**src/rtl/scl_timer_pkg.sv**
```systemverilog
package scl_timer_pkg;
  typedef enum logic [1:0] {
    TMR_IDLE  = 2'd0,
    TMR_AWAIT = 2'd1,
    TMR_COUNT = 2'd2,
    TMR_PARK  = 2'd3
  } tmr_state_e;
endpackage

```
**src/rtl/scl_timer_rst_sync.sv**
```systemverilog
module scl_timer_rst_sync #(
  parameter int STAGES = 2
) (
  input  logic clk_i,
  input  logic rst_ni,
  output logic rst_sync_no
);
  logic [STAGES-1:0] chain_q;

  always_ff @(posedge clk_i or negedge rst_ni) begin
    if (!rst_ni) chain_q <= '0;
    else         chain_q <= {chain_q[STAGES-2:0], 1'b1};
  end

  assign rst_sync_no = chain_q[STAGES-1];
endmodule

```
**src/rtl/scl_timer_ctrl.sv**
```systemverilog
module scl_timer_ctrl
  import scl_timer_pkg::*;
(
  input  logic       clk_i,
  input  logic       rst_ni,
  input  logic       phase_en_i,
  input  logic       reload_i,
  input  logic       await_high_i,
  input  logic       suspend_i,
  input  logic       scl_i,
  input  logic       at_last_i,
  output tmr_state_e state_o,
  output logic       load_en_o,
  output logic       dec_en_o,
  output logic       fire_o
);
  tmr_state_e state_q, state_d;
  logic       req_load;
  logic       wait_load;

  always_comb begin
    req_load  = reload_i && (!await_high_i || scl_i);
    wait_load = !reload_i && !suspend_i && (state_q == TMR_AWAIT) && scl_i;
    load_en_o = req_load || wait_load;
    dec_en_o  = !reload_i && !suspend_i && (state_q == TMR_COUNT) && phase_en_i;
    fire_o    = dec_en_o && at_last_i;
  end

  always_comb begin
    state_d = state_q;
    if (reload_i) begin
      state_d = req_load ? TMR_COUNT : TMR_AWAIT;
    end else if (suspend_i) begin
      state_d = TMR_IDLE;
    end else begin
      case (state_q)
        TMR_AWAIT: if (scl_i) state_d = TMR_COUNT;
        TMR_COUNT: if (fire_o) state_d = TMR_PARK;
        default:   state_d = state_q;
      endcase
    end
  end

  always_ff @(posedge clk_i or negedge rst_ni) begin
    if (!rst_ni) state_q <= TMR_IDLE;
    else         state_q <= state_d;
  end

  assign state_o = state_q;

  AST_PARK_AFTER_FIRE: assert property (@(posedge clk_i) disable iff (!rst_ni)
    fire_o |=> (state_q == TMR_PARK));
  AST_NO_LOAD_SCL_LOW: assert property (@(posedge clk_i) disable iff (!rst_ni)
    ((state_q == TMR_AWAIT) && !reload_i && !scl_i) |-> !load_en_o);
endmodule

```
**src/rtl/scl_timer_counter.sv**
```systemverilog
module scl_timer_counter #(
  parameter int CW = 7
) (
  input  logic          clk_i,
  input  logic          rst_ni,
  input  logic          load_en_i,
  input  logic          dec_en_i,
  input  logic          fire_i,
  input  logic [CW-1:0] period_i,
  output logic [CW-1:0] count_o,
  output logic          at_last_o,
  output logic          timeout_o
);
  localparam logic [CW-1:0] ONE = CW'(1);

  logic [CW-1:0] cnt_q, cnt_d;
  logic          tmo_q;

  always_comb begin
    cnt_d = cnt_q;
    if (load_en_i)                       cnt_d = period_i;
    else if (dec_en_i && cnt_q != '0)    cnt_d = cnt_q - ONE;
  end

  always_ff @(posedge clk_i or negedge rst_ni) begin
    if (!rst_ni) begin
      cnt_q <= '0;
      tmo_q <= 1'b0;
    end else begin
      cnt_q <= cnt_d;
      tmo_q <= fire_i;
    end
  end

  assign count_o   = cnt_q;
  assign at_last_o = (cnt_q <= ONE);
  assign timeout_o = tmo_q;

  AST_NO_WRAP: assert property (@(posedge clk_i) disable iff (!rst_ni)
    (cnt_q == '0 && !load_en_i) |=> (cnt_q == '0));
  AST_STEP_ONE: assert property (@(posedge clk_i) disable iff (!rst_ni)
    (dec_en_i && !load_en_i && cnt_q != '0) |=> (cnt_q == $past(cnt_q) - ONE));
  AST_LOAD_VALUE: assert property (@(posedge clk_i) disable iff (!rst_ni)
    load_en_i |=> (cnt_q == $past(period_i)));
  AST_TMO_AT_ZERO: assert property (@(posedge clk_i) disable iff (!rst_ni)
    tmo_q |-> (cnt_q == '0));
endmodule

```
**src/rtl/scl_phase_timer.sv**
```systemverilog
module scl_phase_timer
  import scl_timer_pkg::*;
#(
  parameter int CW = 7
) (
  input  logic          clk_i,
  input  logic          rst_ni,
  input  logic          phase_en_i,
  input  logic [CW-1:0] period_i,
  input  logic          reload_i,
  input  logic          await_high_i,
  input  logic          suspend_i,
  input  logic          scl_i,
  output logic          timeout_o,
  output logic [CW-1:0] count_o
);
  logic       rst_n;
  tmr_state_e state;
  logic       load_en, dec_en, fire, at_last;

  scl_timer_rst_sync #(.STAGES(2)) u_rst (
    .clk_i       (clk_i),
    .rst_ni      (rst_ni),
    .rst_sync_no (rst_n)
  );

  scl_timer_ctrl u_ctrl (
    .clk_i        (clk_i),
    .rst_ni       (rst_n),
    .phase_en_i   (phase_en_i),
    .reload_i     (reload_i),
    .await_high_i (await_high_i),
    .suspend_i    (suspend_i),
    .scl_i        (scl_i),
    .at_last_i    (at_last),
    .state_o      (state),
    .load_en_o    (load_en),
    .dec_en_o     (dec_en),
    .fire_o       (fire)
  );

  scl_timer_counter #(.CW(CW)) u_cnt (
    .clk_i     (clk_i),
    .rst_ni    (rst_n),
    .load_en_i (load_en),
    .dec_en_i  (dec_en),
    .fire_i    (fire),
    .period_i  (period_i),
    .count_o   (count_o),
    .at_last_o (at_last),
    .timeout_o (timeout_o)
  );

  AST_AWAIT_FROZEN: assert property (@(posedge clk_i) disable iff (!rst_n)
    ((state == TMR_AWAIT) && !reload_i && !scl_i) |=> ($stable(count_o) && !timeout_o));
  AST_IDLE_FROZEN: assert property (@(posedge clk_i) disable iff (!rst_n)
    ((state == TMR_IDLE) && !reload_i) |=> ($stable(count_o) && !timeout_o));
  AST_RELOAD_WINS: assert property (@(posedge clk_i) disable iff (!rst_n)
    (reload_i && !await_high_i) |=> (count_o == $past(period_i) && !timeout_o));
endmodule

```
**config.mk**
```make
export PLATFORM = sky130hd
export DESIGN_NAME = scl_phase_timer
export DESIGN_NICKNAME = d
export VERILOG_FILES = /design/src/rtl/scl_timer_pkg.sv /design/src/rtl/scl_timer_rst_sync.sv /design/src/rtl/scl_timer_ctrl.sv /design/src/rtl/scl_timer_counter.sv /design/src/rtl/scl_phase_timer.sv
export SDC_FILE = /design/constraint.sdc
export NUM_CORES = 1
export LEC_CHECK = 0
export BUFFER_PORTS_ARGS = -buffer_cell sky130_fd_sc_hd__buf_2
export CAP_MARGIN = 20
export CORE_UTILIZATION = 33
export CTS_BUF_LIST = sky130_fd_sc_hd__clkbuf_4 sky130_fd_sc_hd__clkbuf_8
export CTS_CLUSTER_DIAMETER = 100
export DETAILED_ROUTE_END_ITERATION = 7
export PLACE_DENSITY_LB_ADDON = 0.2
export SLEW_MARGIN = 0
export SYNTH_ARGS = -nofsm -noshare
export SYNTH_HDL_FRONTEND = slang
export SYNTH_HIERARCHICAL = 1
export SYNTH_SLANG_ARGS = --single-unit
```
**constraint.sdc**
```tcl
create_clock -name clk_i -period 0.8 [get_ports clk_i]
set_input_delay 0.12 -clock clk_i [delete_from_list [all_inputs] [get_ports clk_i]]
set_output_delay 0.12 -clock clk_i [all_outputs]
set_load 0.02 [all_outputs]
```
==> impl_results.md, run 1 <==
- Status: finished with violations
- Violated checks: setup timing
- Fin nets: 162
- Ant diodes: 0
- Placer Congestion: 0.898
- DRC: 0
- Most area-hungry cell type in the Yosys netlist: dfrtp_1
- Async set-or-reset flop fraction in the synthesized netlist: 1.00
- Capturing point of the worst reg2reg path: u_cnt/count_o[6]
- Routed Antenna Nets: 0
- Multi-input logic area: 568 sq um
- Clk sinks: 12
- Worst VDD drop: 0.00102 V
- CTS tree: built
- Slowest stage cell, crit path: or4_4
- Register area: 307 sq um
- Proportion of synthesized area in mux cells: 0.0131
- First-pass GRT wire length: 3940 um
- EDFF count, synth: 0
- Max stage delay on crit path: 0.56 ns
- Die X: 50.2 um
- H-tree depth: 1
- Critical Path RT: 1.01 ns
- Top cell type's share of synthesized area: 0.392
- Crit path launch: u_cnt/count_o[5]
- Initial core utilization: 0.350
- Pin count of the biggest net entering global routing: 11
- CTS Buf Count: 3
- Root Buffer: clkbuf_4
- Hold WS: 0.0425 ns
- Commonest non-fill, non-tap cell in the layout: buf_4
- Port bufs: 21
- Most frequent cells in the layout: buf_4, buf_6, buf_2
- Number of global-route vias before repair: 879
- Worst r2r src: u_cnt/count_o[5]
- Hold/Removal Path Class: input port to register
- Flops & latches, synth: 12
- RSZ-0062 raised after global routing: true
- Die Ht: 50.2 um
- Slack of the critical path: -0.840 ns
- Clk_skew: 0.0116 ns
- Non-filler cells, final: 170
- Fraction of the cycle the final worst path needs: 2.05
- Main synth FF type: dfrtp_1
- Cell area power density: 1880 nW/um^2
- Placed insts: 159
- Register area share after synthesis: 0.392
- Mapped cell area: 766 sq um
- Top Ports: 22
- Routed len/inst: 14.0 um
- Post-Synth XOR/XNOR Area: 0
- Vias/cell: 5.18
- Reg clk slew, reported paths: 0.09 ns
- Syn_nets: 103
- Clock Latency Late Sink: 0.29 ns
- Final Hold Fails: 0
- Max-cap violations: 0
- Post-DP HPWL: 1610 um
- Overall power: 2.67 mW
- Final setup viols: 18
- DR pass1 iterations: 4
- Clock Path Buffers: 2
- Core area: 2190 sq um
- Hold_sp: period_i[5]
- Worst Setup Start Kind: register
- DR vias: 880
- Share of layout cells above drive strength 1: 0.662
- Post-place setup slack: -0.878 ns
- Synth Area in Compound Gates: 0.203
- Rows: 17
- Post-Synth Adder-Cell Area: 0.0817
- Syn avg cell area: 9.12 sq um
- Crit path max fanout: 3
- Post-route cell area: 1430 sq um
- Post-synthesis simple-gate area fraction: 0.261
- Main combinational cell family by area after synthesis: simple AND/OR/NAND/NOR gates
- Routed WL: 2370 um
- DP Area: 1130 sq um
- Distinct cells, synth: 35
- Max Slew Vio Count: 0
- Worst EP arrival: 1.85 ns
- Worst reg-to-reg path cell count: 3
- Overflow left after global routing: 0
- Leakage power: 0.657 nW
- Crit. End Element: register
- Initial DRC count: 11
- CP Cell Sequence: or4_4 -> or4_1 -> a31oi_1
- GRT Overall Usage: 0.214
- Area grow syn2layout: 86.1%
- Antenna violations before repair: 0
- F_max: 610 MHz
- Worst Setup EP: u_cnt/count_o[6]
- Worst R2R Setup Slack: -0.84 ns
- Crit path kind: register to register
- Synthesis Warnings: 6
- Layout fillers: 175
- Full die area: 2520 sq um
- Syn Inst Count: 84
- Final min period: 1.64 ns
- Core Util, Final: 0.650
- Setup tns final: -9.88 ns
- Main area contributors after synthesis: dfrtp_1, ha_1, a21oi_1, inv_1, nand3_1
==> kinds of logic (layout without fill, tap and decap cells) <==
family                   after synthesis  count (layout)
adder cells (fa/ha/maj)                5               5
multiplexers                           1               1
buffers and inverters                  9              67
AO/OA/AOI/OAI                         22              22
AND/OR/NAND/NOR                       34              34
flip-flops                            12              12
other                                  1               1
==> worst min path at each step <==
stage,end,slack [ns],cells past startpoint
2_1_floorplan,u_rst/chain_q[0],-0.18,0
3_3_place_gp,u_rst/chain_q[0],-0.09,1
3_5_place_dp,u_rst/chain_q[1],-0.09,1
4_1_cts,u_cnt/count_o[5],0.04,3
5_1_grt,u_cnt/count_o[5],0.07,3
6_report,u_cnt/count_o[5],0.04,3
==> timing repair <==
item	4_1_cts	5_1_grt
gates cloned	0	0
resized for setup	38	16
pin swaps	17	9
endpoints found under the hold margin	2	0
setup buffers	4	6
endpoints found under the setup margin	18	18
hold buffers	1	0
==> synth_stat cells, types with 2 or more instances <==
library cell / number
nor3_1: 3
and3_1: 2
nand2_1: 5
o21ai_2: 2
nor2b_1: 2
a21oi_1: 6
nor3b_1: 2
nor2_1: 5
inv_1: 8
o31ai_1: 2
o21ai_0: 2
dfrtp_1: 12
a31oi_1: 2
ha_1: 5
nand3_1: 4
o2111ai_1: 2
nand4_1: 2
==> worst max-delay path: cells and delay by family, from the launching register on <==
kind	cells	cell delay (ns)
flops	1	0.42
compound gates	1	0.14
simple gates	2	1.00
==> where the power goes <==
group          total (mW)  leakage, nW  internal, mW  switching, mW
logic                1.36        0.498         0.701          0.659
clock network       0.520       0.0210         0.277          0.243
registers           0.794        0.138         0.708         0.0859
==> layer usage <==
layer	part of all wire	track usage	up-vias	wire [um]
met5	0	0	-	0
met4	0.034	0.167	0	80
met1	0.42	0.242	420	999
li1	-	-	427	-
met3	0.022	0.0182	8	53
met2	0.52	0.367	25	1240
==> cell type report <==
class | count | share of cell area
flip-flops and latches | 12 | 0.215
well taps | 28 | 0.0246
repair buffers | 55 | 0.313
multi-input cells | 63 | 0.399
inverters | 8 | 0.0228
clock buffers | 4 | 0.0255
==> registers in the layout, summed over array words and instances, names as in the netlist <==
signal and cells:
u_cnt/count_o 7, u_ctrl/state_o 2, u_cnt/timeout_o 1, u_rst/chain_q 2
No activity file was read; power rests on OpenSTA's default activity.
==> run 2, diff against run 1 <==
==> constraint.sdc (replaced) <==
create_clock -name clk_i -period 0.8 [get_ports clk_i]
set_input_delay 0.16 -clock clk_i [delete_from_list [all_inputs] [get_ports clk_i]]
set_output_delay 0.16 -clock clk_i [all_outputs]
set_load 0.02 [all_outputs]
==> run 2 against run 1 <==
Net effect:
- the flow still finishes with violations (setup timing)
- critical path depth is the same
- total power unchanged
- global-route usage is the same
- non-clock buffer count stayed put
- routed wire length is the same
- cell area is the same
- register-to-register slack is essentially flat
- clock skew did not move
- via count stayed put
- die area stayed put
- sequential power about the same
- first-iteration DRC count is the same
- largest cell class unchanged
- largest power group unchanged
==> impl_results.md, run 2 (same netlist as run 1, synthesis figures left out) <==
- Placer Congestion: 0.898
- Max-cap violations: 0
- Initial core utilization: 0.350
- Crit. End Element: register
- Worst VDD drop: 0.00102 V
- Final Hold Fails: 0
- Routed WL: 2370 um
- Commonest non-fill, non-tap cell in the layout: buf_4
- DRC: 0
- Max reg flops: 7
- Cell area power density: 1880 nW/um^2
- Clk sinks: 12
- Clock Latency Late Sink: 0.29 ns
- Routed Antenna Nets: 0
- CTS Buf Count: 3
- Top Ports: 22
- Number of global-route vias before repair: 879
- Slack of the critical path: -0.840 ns
- Fin nets: 162
- Overflow left after global routing: 0
- Fraction of the cycle the final worst path needs: 2.05
- Antenna violations before repair: 0
- Crit path kind: register to register
- DR pass1 iterations: 4
- CP Cell Sequence: or4_4 -> or4_1 -> a31oi_1
- Worst Setup Start Kind: register
- GRT Overall Usage: 0.214
- Max stage delay on crit path: 0.56 ns
- H-tree depth: 1
- DR vias: 880
- Most frequent cells in the layout: buf_4, buf_6, buf_2
- Full die area: 2520 sq um
- Die X: 50.2 um
- F_max: 610 MHz
- Leakage power: 0.657 nW
- Final min period: 1.64 ns
- Pin count of the biggest net entering global routing: 11
- Clock Path Buffers: 2
- Vias/cell: 5.18
- Clk_skew: 0.0116 ns
- Worst EP arrival: 1.85 ns
- Crit path max fanout: 3
- Status: finished with violations
- RSZ-0062 raised after global routing: true
- Hold/Removal Path Class: input port to register
- Final setup viols: 18
- Core area: 2190 sq um
- Port bufs: 21
- First-pass GRT wire length: 3940 um
- Share of layout cells above drive strength 1: 0.662
- Post-DP HPWL: 1610 um
- Slowest stage cell, crit path: or4_4
- Rows: 17
- Overall power: 2.67 mW
- Area grow syn2layout: 86.1%
- Ant diodes: 0
- Die Ht: 50.2 um
- Max Slew Vio Count: 0
- Hold WS: 0.0825 ns
- Routed len/inst: 14.0 um
- Root Buffer: clkbuf_4
- Reg clk slew, reported paths: 0.09 ns
- Initial DRC count: 11
- CTS tree: built
- Critical Path RT: 1.01 ns
- Violated checks: setup timing
## run 2: cell counts in the layout (fill, tap and decap cells not counted)
No cell type changed its count.
## run 2: critical path, delay by kind of cell, from the launching register on
family	cells	cell delay, ns
compound gates	1	0.14
flops	1	0.42
simple gates	2	1.00
## run 2: path summary, 6_finish.rpt
kind,end,from,slack [ns],cells after the start
hold reg to reg,u_cnt/count_o[4],u_rst/chain_q[1],0.14,1
hold / removal,u_cnt/count_o[5],period_i[5],0.08,3
min in group asynchronous,u_cnt/count_o[4],u_rst/chain_q[1],0.14,1
setup / recovery,u_cnt/count_o[6],u_cnt/count_o[5],-0.84,3
setup reg to reg,u_cnt/count_o[6],u_cnt/count_o[5],-0.84,3
max in group asynchronous,u_cnt/count_o[2],u_rst/chain_q[1],0.49,1
## run 2: where the power goes
group / internal [mW] / total [mW] / switching (mW)
clock network: 0.277 / 0.520 / 0.243
registers: 0.708 / 0.794 / 0.0859
logic: 0.701 / 1.36 / 0.659
total: 1.69 / 2.67 / 0.988
## run 2: final cells by class
type                    count  area, sq um
flip-flops and latches     12          307
inverters                   8         32.5
multi-input cells          63          568
fillers                   175          766
well taps                  28         35.0
repair buffers             55          447
clock buffers               4         36.3
## run 2: routing by layer
layer / track usage / wire, um / vias to the layer above / share of wire
li1: - / - / 427 / -
met1: 0.242 / 999 / 420 / 0.42
met2: 0.367 / 1240 / 25 / 0.52
met3: 0.0182 / 53 / 8 / 0.022
met4: 0.167 / 80 / 0 / 0.034
met5: 0 / 0 / - / 0
## run 2: metrics by stage
stage / setup WS, ns / cell area, sq um / setup TNS, ns / utilization / std cells
finish: -0.840 / 1430 / -10.20 / 0.650 / 170
global route: -0.892 / 1430 / -10.99 / 0.650 / 170
CTS: -0.801 / 1350 / -9.97 / 0.617 / 168
detailed placement: -0.878 / 1130 / -8.44 / 0.517 / 159
global placement: -0.859 / 1130 / -8.22 / 0.517 / 159
floorplan: -0.911 / 796 / -7.01 / - / 84
## run 2: timing repair
| item | in CTS | in global routing |
|---|---|---|
| hold endpoints to repair | 2 | 0 |
| setup endpoints to repair | 18 | 18 |
| setup buffers | 4 | 6 |
| pin swaps | 17 | 9 |
| hold buffers | 1 | 0 |
| resized for setup | 38 | 16 |
==> run 3, diff against run 2 <==
--- a/config.mk
+++ b/config.mk
@@ -10,8 +10,10 @@
 export CORE_UTILIZATION = 33
 export CTS_BUF_LIST = sky130_fd_sc_hd__clkbuf_4 sky130_fd_sc_hd__clkbuf_8
 export CTS_CLUSTER_DIAMETER = 100
+export CTS_CLUSTER_SIZE = 8
 export DETAILED_ROUTE_END_ITERATION = 7
 export PLACE_DENSITY_LB_ADDON = 0.2
+export SKIP_CTS_REPAIR_TIMING = 1
 export SLEW_MARGIN = 0
 export SYNTH_ARGS = -nofsm -noshare
 export SYNTH_HDL_FRONTEND = slang
==> run 3 against run 2 <==
Net effect:
- the flow still finishes with violations (setup timing)
- register-to-register slack hardly changed
- flip-flop and latch count stayed put
- sequential share of layout area is 0.95 points higher
- sequential power is 0.9% lower
- fmax is 0.85% lower
- hold slack better by 0.0071 ns
- clock power is 2% lower
- cell area is 4.2% lower
- core utilization is 2.7 points lower
- routed wire length is 8.5% lower
- setup slack worse by 0.014 ns
==> impl_results.md, run 3 (same netlist as run 1, synthesis figures left out) <==
- Status: finished with violations
- Violated checks: setup timing
- Die Ht: 50.2 um
- Layout fillers: 181
- Final Hold Fails: 0
- Most frequent cells in the layout: buf_4, buf_2, buf_6
- CTS tree: built
- Routed len/inst: 12.8 um
- Full die area: 2520 sq um
- Commonest non-fill, non-tap cell in the layout: buf_4
- Max reg flops: 7
- First-pass GRT wire length: 3510 um
- DP Area: 1130 sq um
- Initial DRC count: 13
- Fraction of the cycle the final worst path needs: 2.07
- Routed Antenna Nets: 0
- DR vias: 855
- Max stage delay on crit path: 0.54 ns
- Post-route cell area: 1370 sq um
- Post-DP HPWL: 1610 um
- Routed WL: 2170 um
- Clock Path Buffers: 2
- Multi-input logic area: 537 sq um
- Hold path depth: 3
- Leakage power: 0.637 nW
- Ant diodes: 0
- Hold WS: 0.0896 ns
- F_max: 605 MHz
- Slowest stage cell, crit path: or4_4
- RSZ-0062 raised after global routing: true
- Top Ports: 22
- Slack of the critical path: -0.854 ns
- CP Cell Sequence: or4_4 -> or4_1 -> a31oi_1
- Crit. End Element: register
- Clk_skew: 0.00123 ns
- Worst reg-to-reg path cell count: 3
- Hold/Removal Path Class: input port to register
- Final setup viols: 18
- Initial core utilization: 0.350
- Max Slew Vio Count: 0
- Reg clk slew, reported paths: 0.08 ns
- DRC: 0
- Share of layout cells above drive strength 1: 0.624
- Worst r2r src: u_cnt/count_o[5]
- Core area: 2190 sq um
- Fin nets: 161
- Non-filler cells, final: 169
- Pin count of the biggest net entering global routing: 11
- Port bufs: 21
- Register area: 307 sq um
- Critical Path RT: 1.01 ns
- Overall power: 2.59 mW
- Die X: 50.2 um
- Post-place setup slack: -0.878 ns
- Vias/cell: 5.06
- DR pass1 iterations: 4
- Worst Setup Start Kind: register
- Antenna violations before repair: 0
- Final min period: 1.65 ns
- Crit path kind: register to register
- Rows: 17
- Hold_sp: period_i[5]
- Crit path max fanout: 3
- Overflow left after global routing: 0
- Clk sinks: 12
- Number of global-route vias before repair: 812
- H-tree depth: 1
- CTS Buf Count: 3
- Placed insts: 159
- Area grow syn2layout: 78.3%
- Clock Latency Late Sink: 0.28 ns
- Crit path launch: u_cnt/count_o[5]
- GRT Overall Usage: 0.193
- Worst VDD drop: 0.000972 V
- Placer Congestion: 0.898
- Root Buffer: clkbuf_4
- Max-cap violations: 0
- Cell area power density: 1900 nW/um^2
- Worst EP arrival: 1.86 ns
## run 3: path summary, 6_finish.rpt
path / slack (ns) / to
worst min-delay path: 0.09 / u_cnt/count_o[5]
worst max register to register: -0.85 / u_cnt/count_o[6]
max in group asynchronous: 0.48 / u_cnt/count_o[5]
worst max-delay path: -0.85 / u_cnt/count_o[6]
worst min register to register: 0.16 / u_cnt/count_o[4]
min in group asynchronous: 0.16 / u_cnt/count_o[4]
## run 3: critical path, delay by kind of cell (launching register included)
family	cells	cell delay (ns)
AND/OR/NAND/NOR	2	0.96
flip-flops	1	0.42
AO/OA/AOI/OAI	1	0.19
## run 3: area by class of cell
class,instances,share of cell area
Inverter,8,0.0238
Timing Repair Buffer,54,0.306
Tap cell,28,0.0257
Clock buffer,4,0.0266
Sequential cell,12,0.225
Multi-Input combinational cell,63,0.393
## run 3: through the flow
| step | util | setup TNS (ns) |
|---|---|---|
| after floorplan | - | -7.01 |
| after detailed placement | 0.517 | -8.44 |
| after CTS | 0.534 | -11.14 |
| after global placement | 0.517 | -8.22 |
| after global routing | 0.623 | -10.76 |
| final | 0.623 | -9.89 |
## run 3: layer usage
metal | global-route usage | vias up | share of wire
met1 | 0.228 | 408 | 0.42
met2 | 0.311 | 17 | 0.52
met5 | 0 | - | 0
met3 | 0.0182 | 6 | 0.023
li1 | - | 424 | -
met4 | 0.162 | 0 | 0.031
## run 3: power breakdown
part           total, mW  internal, mW  switching, mW
Sequential         0.787         0.708         0.0786
Clock              0.508         0.277          0.230
Combinational       1.29         0.677          0.616
